==> config.mk <==
export PLATFORM = sky130hd
export DESIGN_NAME = pcfg_port_ctrl
export DESIGN_NICKNAME = d
export VERILOG_FILES = /design/src/rtl/pcfg_pkg.sv /design/src/rtl/pcfg_wait_timer.sv /design/src/rtl/pcfg_down_cnt.sv /design/src/rtl/pcfg_port_ctrl.sv
export SDC_FILE = /design/constraint.sdc
export NUM_CORES = 1
export LEC_CHECK = 0
export BUFFER_PORTS_ARGS = -buffer_cell sky130_fd_sc_hd__buf_2
export CAP_MARGIN = 20
export CORE_ASPECT_RATIO = 0.5
export CORE_MARGIN = 1.5
export CORE_UTILIZATION = 62
export DETAILED_ROUTE_END_ITERATION = 10
export PLACE_DENSITY = 0.86
export SYNTH_ARGS = -nofsm -noshare
export SYNTH_HDL_FRONTEND = slang
export SYNTH_SLANG_ARGS = --single-unit
==> constraint.sdc <==
create_clock -name clk -period 4.7 [get_ports clk]
set_input_delay 0.705 -clock clk [delete_from_list [all_inputs] [get_ports clk]]
set_output_delay 0.705 -clock clk [all_outputs]
set_load 0.05 [all_outputs]
==> src/rtl/pcfg_pkg.sv <==
package pcfg_pkg;

    typedef enum logic [2:0] {
        PCFG_OK             = 3'd0,
        PCFG_E_INIT_ASSERT  = 3'd1,
        PCFG_E_INIT_RELEASE = 3'd2,
        PCFG_E_CFG          = 3'd3,
        PCFG_E_BUSY         = 3'd4,
        PCFG_E_DONE         = 3'd5
    } pcfg_err_e;

    typedef enum logic [4:0] {
        ST_IDLE,
        ST_PROG_LO,
        ST_PROG_REL,
        ST_LD_CHK,
        ST_LD_LO,
        ST_LD_HI,
        ST_LD_BUSY,
        ST_LD_DESEL,
        ST_PAD_CHK,
        ST_PAD_LO,
        ST_PAD_HI,
        ST_RB_SEL,
        ST_RB_LO,
        ST_RB_HI,
        ST_RB_GRAB,
        ST_RB_OUT,
        ST_RB_DLO,
        ST_RB_DHI,
        ST_FIN,
        ST_ERR
    } pcfg_state_e;

    function automatic logic in_pad(pcfg_state_e s);
        return (s == ST_PAD_CHK) || (s == ST_PAD_LO) || (s == ST_PAD_HI);
    endfunction

endpackage

==> src/rtl/pcfg_wait_timer.sv <==
module pcfg_wait_timer #(
    parameter int W = 32
) (
    input  logic         clk,
    input  logic         rst_n,
    input  logic         clear_i,
    output logic [W-1:0] count_o
);
    logic [W-1:0] cnt_q;

    always_ff @(posedge clk or negedge rst_n) begin
        if (!rst_n) begin
            cnt_q <= '0;
        end else if (clear_i) begin
            cnt_q <= '0;
        end else if (cnt_q != {W{1'b1}}) begin
            cnt_q <= cnt_q + 1'b1;
        end
    end

    assign count_o = cnt_q;
endmodule

==> src/rtl/pcfg_down_cnt.sv <==
module pcfg_down_cnt #(
    parameter int W = 16
) (
    input  logic         clk,
    input  logic         rst_n,
    input  logic         load_i,
    input  logic [W-1:0] load_val_i,
    input  logic         dec_i,
    output logic [W-1:0] value_o,
    output logic         zero_o
);
    logic [W-1:0] val_q;

    always_ff @(posedge clk or negedge rst_n) begin
        if (!rst_n) begin
            val_q <= '0;
        end else if (load_i) begin
            val_q <= load_val_i;
        end else if (dec_i && (val_q != '0)) begin
            val_q <= val_q - 1'b1;
        end
    end

    assign value_o = val_q;
    assign zero_o  = (val_q == '0);
endmodule

==> src/rtl/pcfg_port_ctrl.sv <==
module pcfg_port_ctrl
    import pcfg_pkg::*;
#(
    parameter int DW         = 8,
    parameter int LENW       = 16,
    parameter int TMW        = 32,
    parameter int PROG_CYC   = 32,
    parameter int INIT_TMO   = 50_000_000,
    parameter int BUSY_TMO   = 500_000,
    parameter int DONE_TMO   = 20_000_000,
    parameter int TAIL_CLKS  = 8,
    parameter bit BUSY_CHECK = 1'b1
) (
    input  logic            clk,
    input  logic            rst_n,
    input  logic            cmd_valid_i,
    input  logic            cmd_read_i,
    input  logic [LENW-1:0] cmd_len_i,
    output logic            cmd_ready_o,
    input  logic [DW-1:0]   in_data_i,
    input  logic            in_valid_i,
    output logic            in_ready_o,
    output logic [DW-1:0]   out_data_o,
    output logic            out_valid_o,
    input  logic            out_ready_i,
    output logic            fin_o,
    output logic [2:0]      err_o,
    output logic            prog_n_o,
    input  logic            init_i,
    input  logic            done_i,
    input  logic            busy_i,
    output logic            cs_n_o,
    output logic            wr_n_o,
    output logic            cclk_o,
    output logic [DW-1:0]   cfg_d_o,
    output logic            cfg_d_oe_o,
    input  logic [DW-1:0]   cfg_d_i
);
    localparam int TAILW = $clog2(TAIL_CLKS + 1);
    localparam logic [TMW-1:0] PROG_MIN  = TMW'(PROG_CYC);
    localparam logic [TMW-1:0] PROG_LIM  = TMW'(PROG_CYC + INIT_TMO);
    localparam logic [TMW-1:0] INIT_LIM  = TMW'(INIT_TMO);
    localparam logic [TMW-1:0] BUSY_LIM  = TMW'(BUSY_TMO);
    localparam logic [TMW-1:0] DONE_LIM  = TMW'(DONE_TMO);
    localparam logic [TAILW-1:0] TAIL_LD = TAILW'(TAIL_CLKS);

    pcfg_state_e st_q, st_d;

    logic [TMW-1:0]  tmr;
    logic            tmr_clr;
    logic [LENW-1:0] len_val;
    logic            len_zero, len_load, len_dec;
    logic [TAILW-1:0] tail_val;
    logic            tail_zero, tail_load, tail_dec;
    logic            byte_take, rb_grab, err_set;
    pcfg_err_e       err_d, err_q;
    logic [DW-1:0]   dq_q, oq_q;
    logic            busy_wait;

    assign busy_wait = BUSY_CHECK;

    // Timer restarts on every state change, except between padding states.
    assign tmr_clr = (st_d != st_q) && !(in_pad(st_d) && in_pad(st_q));

    pcfg_wait_timer #(.W(TMW)) u_tmr (
        .clk     (clk),
        .rst_n   (rst_n),
        .clear_i (tmr_clr),
        .count_o (tmr)
    );

    pcfg_down_cnt #(.W(LENW)) u_len (
        .clk        (clk),
        .rst_n      (rst_n),
        .load_i     (len_load),
        .load_val_i (cmd_len_i),
        .dec_i      (len_dec),
        .value_o    (len_val),
        .zero_o     (len_zero)
    );

    pcfg_down_cnt #(.W(TAILW)) u_tail (
        .clk        (clk),
        .rst_n      (rst_n),
        .load_i     (tail_load),
        .load_val_i (TAIL_LD),
        .dec_i      (tail_dec),
        .value_o    (tail_val),
        .zero_o     (tail_zero)
    );

    assign in_ready_o = (st_q == ST_LD_CHK) && !len_zero && !done_i && init_i;
    assign byte_take  = in_ready_o && in_valid_i;

    // Next-state logic
    always_comb begin
        st_d      = st_q;
        len_load  = 1'b0;
        len_dec   = 1'b0;
        tail_load = 1'b0;
        tail_dec  = 1'b0;
        rb_grab   = 1'b0;
        err_set   = 1'b0;
        err_d     = err_q;
        unique case (st_q)
            ST_IDLE: begin
                if (cmd_valid_i) begin
                    len_load = 1'b1;
                    st_d     = cmd_read_i ? ST_RB_SEL : ST_PROG_LO;
                end
            end
            ST_PROG_LO: begin
                if ((tmr >= PROG_MIN) && !init_i) begin
                    st_d = ST_PROG_REL;
                end else if (tmr >= PROG_LIM) begin
                    err_set = 1'b1;
                    err_d   = PCFG_E_INIT_ASSERT;
                    st_d    = ST_ERR;
                end
            end
            ST_PROG_REL: begin
                if (init_i) begin
                    st_d = ST_LD_CHK;
                end else if (tmr >= INIT_LIM) begin
                    err_set = 1'b1;
                    err_d   = PCFG_E_INIT_RELEASE;
                    st_d    = ST_ERR;
                end
            end
            ST_LD_CHK: begin
                if (len_zero || done_i) begin
                    st_d = ST_LD_DESEL;
                end else if (!init_i) begin
                    err_set = 1'b1;
                    err_d   = PCFG_E_CFG;
                    st_d    = ST_ERR;
                end else if (in_valid_i) begin
                    st_d = ST_LD_LO;
                end
            end
            ST_LD_LO: st_d = ST_LD_HI;
            ST_LD_HI: begin
                len_dec = 1'b1;
                st_d    = busy_wait ? ST_LD_BUSY : ST_LD_CHK;
            end
            ST_LD_BUSY: begin
                if (!busy_i) begin
                    st_d = ST_LD_CHK;
                end else if (tmr >= BUSY_LIM) begin
                    err_set = 1'b1;
                    err_d   = PCFG_E_BUSY;
                    st_d    = ST_ERR;
                end
            end
            ST_LD_DESEL: begin
                tail_load = 1'b1;
                st_d      = ST_PAD_CHK;
            end
            ST_PAD_CHK: begin
                if (done_i && init_i) begin
                    if (tail_zero) begin
                        st_d = ST_FIN;
                    end else begin
                        tail_dec = 1'b1;
                        st_d     = ST_PAD_LO;
                    end
                end else if (tmr >= DONE_LIM) begin
                    err_set = 1'b1;
                    err_d   = PCFG_E_DONE;
                    st_d    = ST_ERR;
                end else begin
                    st_d = ST_PAD_LO;
                end
            end
            ST_PAD_LO:  st_d = ST_PAD_HI;
            ST_PAD_HI:  st_d = ST_PAD_CHK;
            ST_RB_SEL:  st_d = len_zero ? ST_RB_DLO : ST_RB_LO;
            ST_RB_LO:   st_d = ST_RB_HI;
            ST_RB_HI:   st_d = ST_RB_GRAB;
            ST_RB_GRAB: begin
                rb_grab = 1'b1;
                st_d    = ST_RB_OUT;
            end
            ST_RB_OUT: begin
                if (out_ready_i) begin
                    len_dec = 1'b1;
                    st_d    = (len_val == LENW'(1)) ? ST_RB_DLO : ST_RB_LO;
                end
            end
            ST_RB_DLO:  st_d = ST_RB_DHI;
            ST_RB_DHI:  st_d = ST_FIN;
            ST_FIN:     st_d = ST_IDLE;
            ST_ERR:     st_d = ST_IDLE;
            default:    st_d = ST_IDLE;
        endcase
    end

    // State and data registers
    always_ff @(posedge clk or negedge rst_n) begin
        if (!rst_n) begin
            st_q  <= ST_IDLE;
            err_q <= PCFG_OK;
            dq_q  <= '1;
            oq_q  <= '0;
        end else begin
            st_q <= st_d;
            if (len_load) begin
                err_q <= PCFG_OK;
            end else if (err_set) begin
                err_q <= err_d;
            end
            if (byte_take) begin
                dq_q <= in_data_i;
            end else if (st_q == ST_LD_DESEL) begin
                dq_q <= '1;
            end
            if (rb_grab) begin
                oq_q <= cfg_d_i;
            end
        end
    end

    // Output decode
    always_comb begin
        prog_n_o    = 1'b1;
        cs_n_o      = 1'b1;
        wr_n_o      = 1'b1;
        cclk_o      = 1'b1;
        cfg_d_oe_o  = 1'b0;
        out_valid_o = 1'b0;
        fin_o       = 1'b0;
        cmd_ready_o = 1'b0;
        unique case (st_q)
            ST_IDLE:     cmd_ready_o = 1'b1;
            ST_PROG_LO:  prog_n_o = 1'b0;
            ST_PROG_REL: ;
            ST_LD_CHK, ST_LD_HI, ST_LD_BUSY: begin
                cs_n_o     = 1'b0;
                wr_n_o     = 1'b0;
                cfg_d_oe_o = 1'b1;
            end
            ST_LD_LO: begin
                cs_n_o     = 1'b0;
                wr_n_o     = 1'b0;
                cfg_d_oe_o = 1'b1;
                cclk_o     = 1'b0;
            end
            ST_LD_DESEL, ST_PAD_CHK, ST_PAD_HI: cfg_d_oe_o = 1'b1;
            ST_PAD_LO: begin
                cfg_d_oe_o = 1'b1;
                cclk_o     = 1'b0;
            end
            ST_RB_SEL, ST_RB_HI, ST_RB_GRAB: cs_n_o = 1'b0;
            ST_RB_LO: begin
                cs_n_o = 1'b0;
                cclk_o = 1'b0;
            end
            ST_RB_OUT: begin
                cs_n_o      = 1'b0;
                out_valid_o = 1'b1;
            end
            ST_RB_DLO:   cclk_o = 1'b0;
            ST_RB_DHI:   ;
            ST_FIN, ST_ERR: fin_o = 1'b1;
            default: ;
        endcase
    end

    assign err_o      = err_q;
    assign cfg_d_o    = dq_q;
    assign out_data_o = oq_q;

endmodule

==> results of run 1 <==
[sequential cells by signal, indices dropped and copies added, names as in the netlist]
signal,flops
u_tmr.count_o,32
u_len.value_o,16
cfg_d_o,8
out_data_o,8
st_q,5
u_tail.value_o,4
err_o,3
[metrics by stage]
step / instances / hold WS, ns / worst slack, ns / instance area [µm²]
finish: 687 / 0.500 / 1.38 / 5460
floorplan: 538 / 0.409 / 1.90 / 4770
global route: 687 / 0.518 / 1.11 / 5460
global placement: 670 / 0.484 / 1.49 / 5090
detailed placement: 670 / 0.491 / 1.41 / 5090
CTS: 686 / 0.503 / 1.37 / 5430
[power by group]
group	internal (µW)	total (µW)	switching [µW]
clock	509	779	270
combinational	488	1650	1160
sequential	862	1110	246
[layer usage]
layer  global-route usage (%)  vias up  part of all wire (%)
li1                         -     2010                     -
met1                     36.1     1988                    44
met2                     49.5      148                    49
met3                     7.02       19                   6.0
met4                     8.38        0                   1.3
met5                        0        -                     0
[synthesized netlist by cell type (all sizes together), types with 3 or more instances]
library cell,instances,area [µm²]
xor2,21,184
xnor2,31,272
a31o,3,26.3
dfrtp,68,1700
a21oi,37,185
and3,8,50.1
nand3b,4,30.0
nand4,16,100
inv,11,41.3
o22ai,3,18.8
clkbuf,22,82.6
nor4,13,93.8
and4,3,26.3
o31ai,3,22.5
nor2,71,267
nor3b,4,30.0
nand2,45,169
nor3,56,430
mux2,9,101
nand3,25,125
dfstp,8,210
nor2b,4,25.0
ha,6,75.1
o21ai,9,45.0
or3,8,55.1
or4,3,22.5
a31oi,3,18.8
buf,11,71.3
[worst max-delay path: stages (launching register included)]
cell and delay (ns):
dfrtp_1 0.60, or3_1 0.50, nor2_1 0.36, nand2_1 0.21, nand4_1 0.15, a31o_2 0.14
mux2i_1 0.10, o41a_2 0.84, nor3_2 0.30
[area by class of cell]
type                       instances  area [µm²]  share of cell area [%]
multi-input combinational        417        2670                    48.9
sequential                        76        1910                    35.0
timing repair buffer              70         378                    6.92
clock buffer                      13         270                    4.95
tap                               96         120                    2.20
clock inverter                     3        67.6                    1.24
inverter                          12        45.0                   0.825
[placed cells by master, fill, tap and decap left out, types with 7 or more instances in the layout]
cell type	count
a21oi_1	37
and3_1	8
buf_2	67
clkbuf_16	9
dfrtp_1	68
dfstp_2	8
inv_1	11
mux2_2	9
nand2_1	45
nand3_1	24
nand4_1	16
nor2_1	71
nor3_1	26
nor3_2	30
nor4_1	11
o21ai_0	7
or3_1	7
xnor2_1	31
xor2_1	21
[cell families (layout without fill, tap and decap cells)]
kind of cell / Yosys count / count (layout) / share of synthesized area, %
xor+xnor: 52 / 52 / 9.54
simple gates: 273 / 273 / 32.0
buf+inv: 45 / 98 / 4.17
flops: 76 / 76 / 40.1
mux: 11 / 11 / 2.54
compound gates: 75 / 75 / 10.1
fa+ha+maj: 6 / 6 / 1.57
[path summary, 6_finish.rpt]
| check | from | to | slack [ns] | cells past startpoint |
|---|---|---|---|---|
| worst max-delay path | st_q[4] | u_tmr.count_o[5] | 1.38 | 8 |
| worst min-delay path | err_o[1] | err_o[1] | 0.50 | 1 |
| worst max register to register | st_q[4] | u_tmr.count_o[5] | 1.38 | 8 |
| worst min register to register | err_o[1] | err_o[1] | 0.50 | 1 |
| max in group asynchronous | rst_n | u_len.value_o[3] | 3.59 | 1 |
| min in group asynchronous | rst_n | u_tmr.count_o[28] | 0.52 | 1 |
==> key figures, run 1 <==
Status
  – Status: complete, no violations

Global routing
  – GRT Util Overall: 28.6%
  – Largest net degree at the start of global routing: 77
  – Initial antenna violation count: 0
  – Vias in the first global route: 4003
  – First-pass GRT wire length: 18600 µm
  – GRT overflow: 0

Setup path
  – Worst Path Max Fanout: 32
  – Worst setup SP type: register
  – Crit path kind: reg -> reg
  – Worst Path Required: 4.95 ns
  – Crit. End Element: register
  – Worst path arrival time: 3.57 ns

Timing
  – Worst slew pin tran: 0.974 ns
  – Setup TNS Final: 0 ns
  – RSZ-0062 raised after global routing: no
  – Worst Skew: 0.00537 ns
  – Slew Viols, Final: 0
  – Hold Violations, Final: 0
  – Setup violators final: 0
  – Post-layout minimum cycle time: 3.32 ns
  – Final period utilization: 70.7%
  – Max frequency: 0.301 GHz
  – Max-slew headroom: 34.6%

Clock network
  – Setup Buffers After CTS: 0
  – Hold_buf cts: 0
  – Worst-skew pair later-pin latency: 0.34 ns
  – Post_cts resized: 0
  – Htree depth: 3
  – Sink Count: 76
  – CTS buffer count: 9
  – TritonCTS clock tree: done
  – Deepest clock path buffer count: 2
  – Clk slew on worst S/H paths: 0.06 ns
  – Root buf cell: clkbuf_16

Cells and area
  – Share of layout cells above drive strength 1: 24.2%
  – Final core occ: 74.0%
  – Area grow syn2layout: 14.4%
  – Nets: 633
  – Fill count: 513
  – Antenna cells: 0

Route
  – DRT antenna net count: 0
  – Initial DRC Count: 358
  – WL final: 11000 µm
  – DR vias: 4165
  – Drc violations: 0
  – Wire per inst: 16.1 µm
  – Vias per cell: 6.06
  – Pre-antenna DRT Iters: 5

Floorplanning
  – Die Ht: 65.0 µm
  – # IOs: 69
  – FP Rows: 22
  – Die footprint: 8260 µm²
  – Die width: 127 µm
  – CORE AREA: 7380 µm²
  – Starting density of the core: 64.7%

Logic synthesis
  – Post-synth EDFFs: 0
  – Seq/Total Area, Yosys: 40.1%
  – Top FF cell, synth: dfrtp_1
  – Synthesized instance count: 538
  – Syn Area/Cell: 8.87 µm²
  – Synthesized net count: 585
  – Yosys reg bits: 76
  – YS warnings: 0
  – Async SR Flop Fraction: 100%
  – Cell variety after synth: 58
  – Synth Cell Area: 4770 µm²

Flow run
  – Max-cap check violation count: 0

Power and ir drop
  – Max IR drop VDD: 0.000359 V
  – Overall power: 3530 µW
  – LEAKAGE: 0.00228 µW
  – PwrDens: 647 nW/µm²

Place
  – Dpl hpwl: 7410 µm
  – Gpl congestion: 0.959
  – IO Port Bufs: 68

Min path
  – Worst hold-check path type: reg -> reg
(Power assumes the default switching activity.)
==> run 2, diff against run 1 <==
- ABC_AREA: unset -> 1
- CORE_UTILIZATION: 62 -> 53
- PLACE_DENSITY: 0.86 -> 0.77
- clock period: 4.7 -> 2.75 ns (I/O delays scaled with it)
==> key figures, run 2 <==
Setup path
  – Buf+Inv Stages, Crit Path: 2
  – Worst Path Max Fanout: 5
  – Worst Path Required: 2.34 ns
  – Max stage delay on crit path: 0.44 ns
  – Crit path max-delay family: simple AND/OR/NAND/NOR gates
  – Crit path kind: reg -> out
  – Worst path slowest cell: dfrtp_1
  – CP Cell Sequence: inv_1 -> nor2_1 -> nand2_1 -> nor2_1 -> nor4_4 -> and3_1 -> buf_2
  – Worst setup SP type: register
  – Worst path arrival time: 2.17 ns
  – Most common cell on crit path: nor2_1
  – Crit. End Element: primary output

Power and ir drop
  – LEAKAGE: 0.00277 µW
  – Max IR drop VDD: 0.000530 V
  – Overall power: 6060 µW
  – PwrDens: 1020 nW/µm²

Route
  – Pre-antenna DRT Iters: 7
  – Top sig layer: met4
  – Routed met1 length: 5790 µm
  – WL final: 12500 µm
  – Initial DRC Count: 555
  – Met2 WL: 5820 µm
  – DR WL met3: 650 µm
  – DRT antenna net count: 0
  – Wire per inst: 13.6 µm
  – Drc violations: 0
  – Vias per cell: 5.33
  – DR vias: 4910

Logic synthesis
  – Synthesized instance count: 711
  – Cell variety after synth: 47
  – Synth cell count leaders: nand2_1, nor2_1, inv_1
  – Seq/Total Area, Yosys: 37.2%
  – Synth top area share: 33.1%
  – YS warnings: 0
  – Post-synth EDFFs: 0
  – Synthesized net count: 758
  – Synth area leaders: dfrtp_1, nand2_1, nor2_1
  – Yosys reg bits: 76
  – Area leader, netlist: dfrtp_1
  – Async SR Flop Fraction: 100%
  – Syn Area/Cell: 7.23 µm²
  – Top FF cell, synth: dfrtp_1
  – Count leader, synth: nand2_1
  – Synth Cell Area: 5140 µm²

Place
  – Dpl hpwl: 9390 µm
  – Gpl congestion: 0.983
  – IO Port Bufs: 68

Clock network
  – Deepest clock path buffer count: 2
  – Sink Count: 76
  – Htree depth: 3
  – Clk slew on worst S/H paths: 0.06 ns
  – CTS buffer count: 9
  – TritonCTS clock tree: done
  – Root buf cell: clkbuf_16
  – Worst-skew pair later-pin latency: 0.34 ns

Timing
  – RSZ-0062 raised after global routing: no
  – Setup violators final: 0
  – Max frequency: 0.387 GHz
  – Final period utilization: 94.0%
  – Post-layout minimum cycle time: 2.59 ns
  – Setup TNS Final: 0 ns
  – Hold Violations, Final: 0
  – Worst Skew: 0.00591 ns
  – Max-slew headroom: 35.3%
  – Slew Viols, Final: 0
  – Worst slew pin tran: 0.970 ns

Floorplanning
  – Starting density of the core: 54.4%
  – CORE AREA: 9450 µm²
  – Die width: 142 µm
  – # IOs: 69
  – Die footprint: 10300 µm²
  – Die Ht: 72.6 µm
  – FP Rows: 25

Status
  – Status: complete, no violations

Global routing
  – GRT Util Overall: 25.3%
  – GRT overflow: 0
  – Largest net degree at the start of global routing: 77
  – First-pass GRT wire length: 20500 µm
  – Initial antenna violation count: 0
  – Vias in the first global route: 4566

Cells and area
  – Most frequent cells in the layout: nand2_1, nor2_1, inv_1, dfrtp_1, buf_2
  – Area grow syn2layout: 15.7%
  – Antenna cells: 0
  – Share of layout cells above drive strength 1: 23.1%
  – Commonest non-fill, non-tap cell in the layout: nand2_1
  – Max reg flops: 32
  – Nets: 829

Flow run
  – Max-cap check violation count: 0

Min path
  – Worst hold-check path type: in -> async
-- run 2: final timing paths --
| check | endpoint | cells after the start | startpoint | slack [ns] |
|---|---|---|---|---|
| min reg2reg | cfg_d_o[6] | 2 | cfg_d_o[6] | 0.46 |
| max in group asynchronous | u_tmr.count_o[14] | 1 | rst_n | 1.88 |
| min in group clk | u_len.value_o[7] | 3 | cmd_len_i[7] | 0.29 |
| max | cs_n_o | 7 | st_q[0] | 0.16 |
| max reg2reg | u_tmr.count_o[7] | 17 | u_len.value_o[0] | 0.28 |
| min | u_len.value_o[3] | 1 | rst_n | 0.20 |
-- run 2: layout make-up --
cell class	instances	area, µm²
clock buffers	12	256
clock inverters	4	25.0
fillers	873	3500
inverters	98	368
multi-input cells	523	2790
flip-flops and latches	76	1910
well taps	135	169
repair buffers	74	425
-- run 2: per-stage QoR --
step	instances	hold slack [ns]	setup WS (ns)	cell area, µm²	utilization [%]
detailed placement	906	0.453	0.213	5660	59.9
CTS	922	0.274	0.190	5940	62.9
finish	922	0.197	0.165	5950	63.0
global placement	906	0.449	0.284	5660	59.9
floorplan	711	0.117	0.224	5160	-
global route	922	0.299	0.0244	5950	63.0
-- run 2: layer usage --
layer	up-vias	global-route usage (%)
li1	2467	-
met3	25	6.36
met4	0	9.16
met5	-	0
met2	144	43.0
met1	2274	31.8
-- run 2: logic make-up after synthesis --
logic type | synth area share [%]
XOR/XNOR | 3.58
AO/OA/AOI/OAI | 14.4
multiplexers | 1.75
flip-flops | 37.2
adder cells (fa/ha/maj) | 1.46
buffers and inverters | 8.93
AND/OR/NAND/NOR | 32.7
-- run 2: report_power, final --
part	internal (µW)	switching [µW]	leakage (µW)
Clock	657	461	0.000135
Combinational	948	2290	0.00167
Sequential	1460	236	0.000967
-- run 2: repair_timing --
| item | CTS | global route |
|---|---|---|
| resized for setup | 0 | 1 |
| endpoints found under the setup margin | 0 | 3 |
| hold buffers | 0 | 0 |
| setup buffers | 0 | 0 |
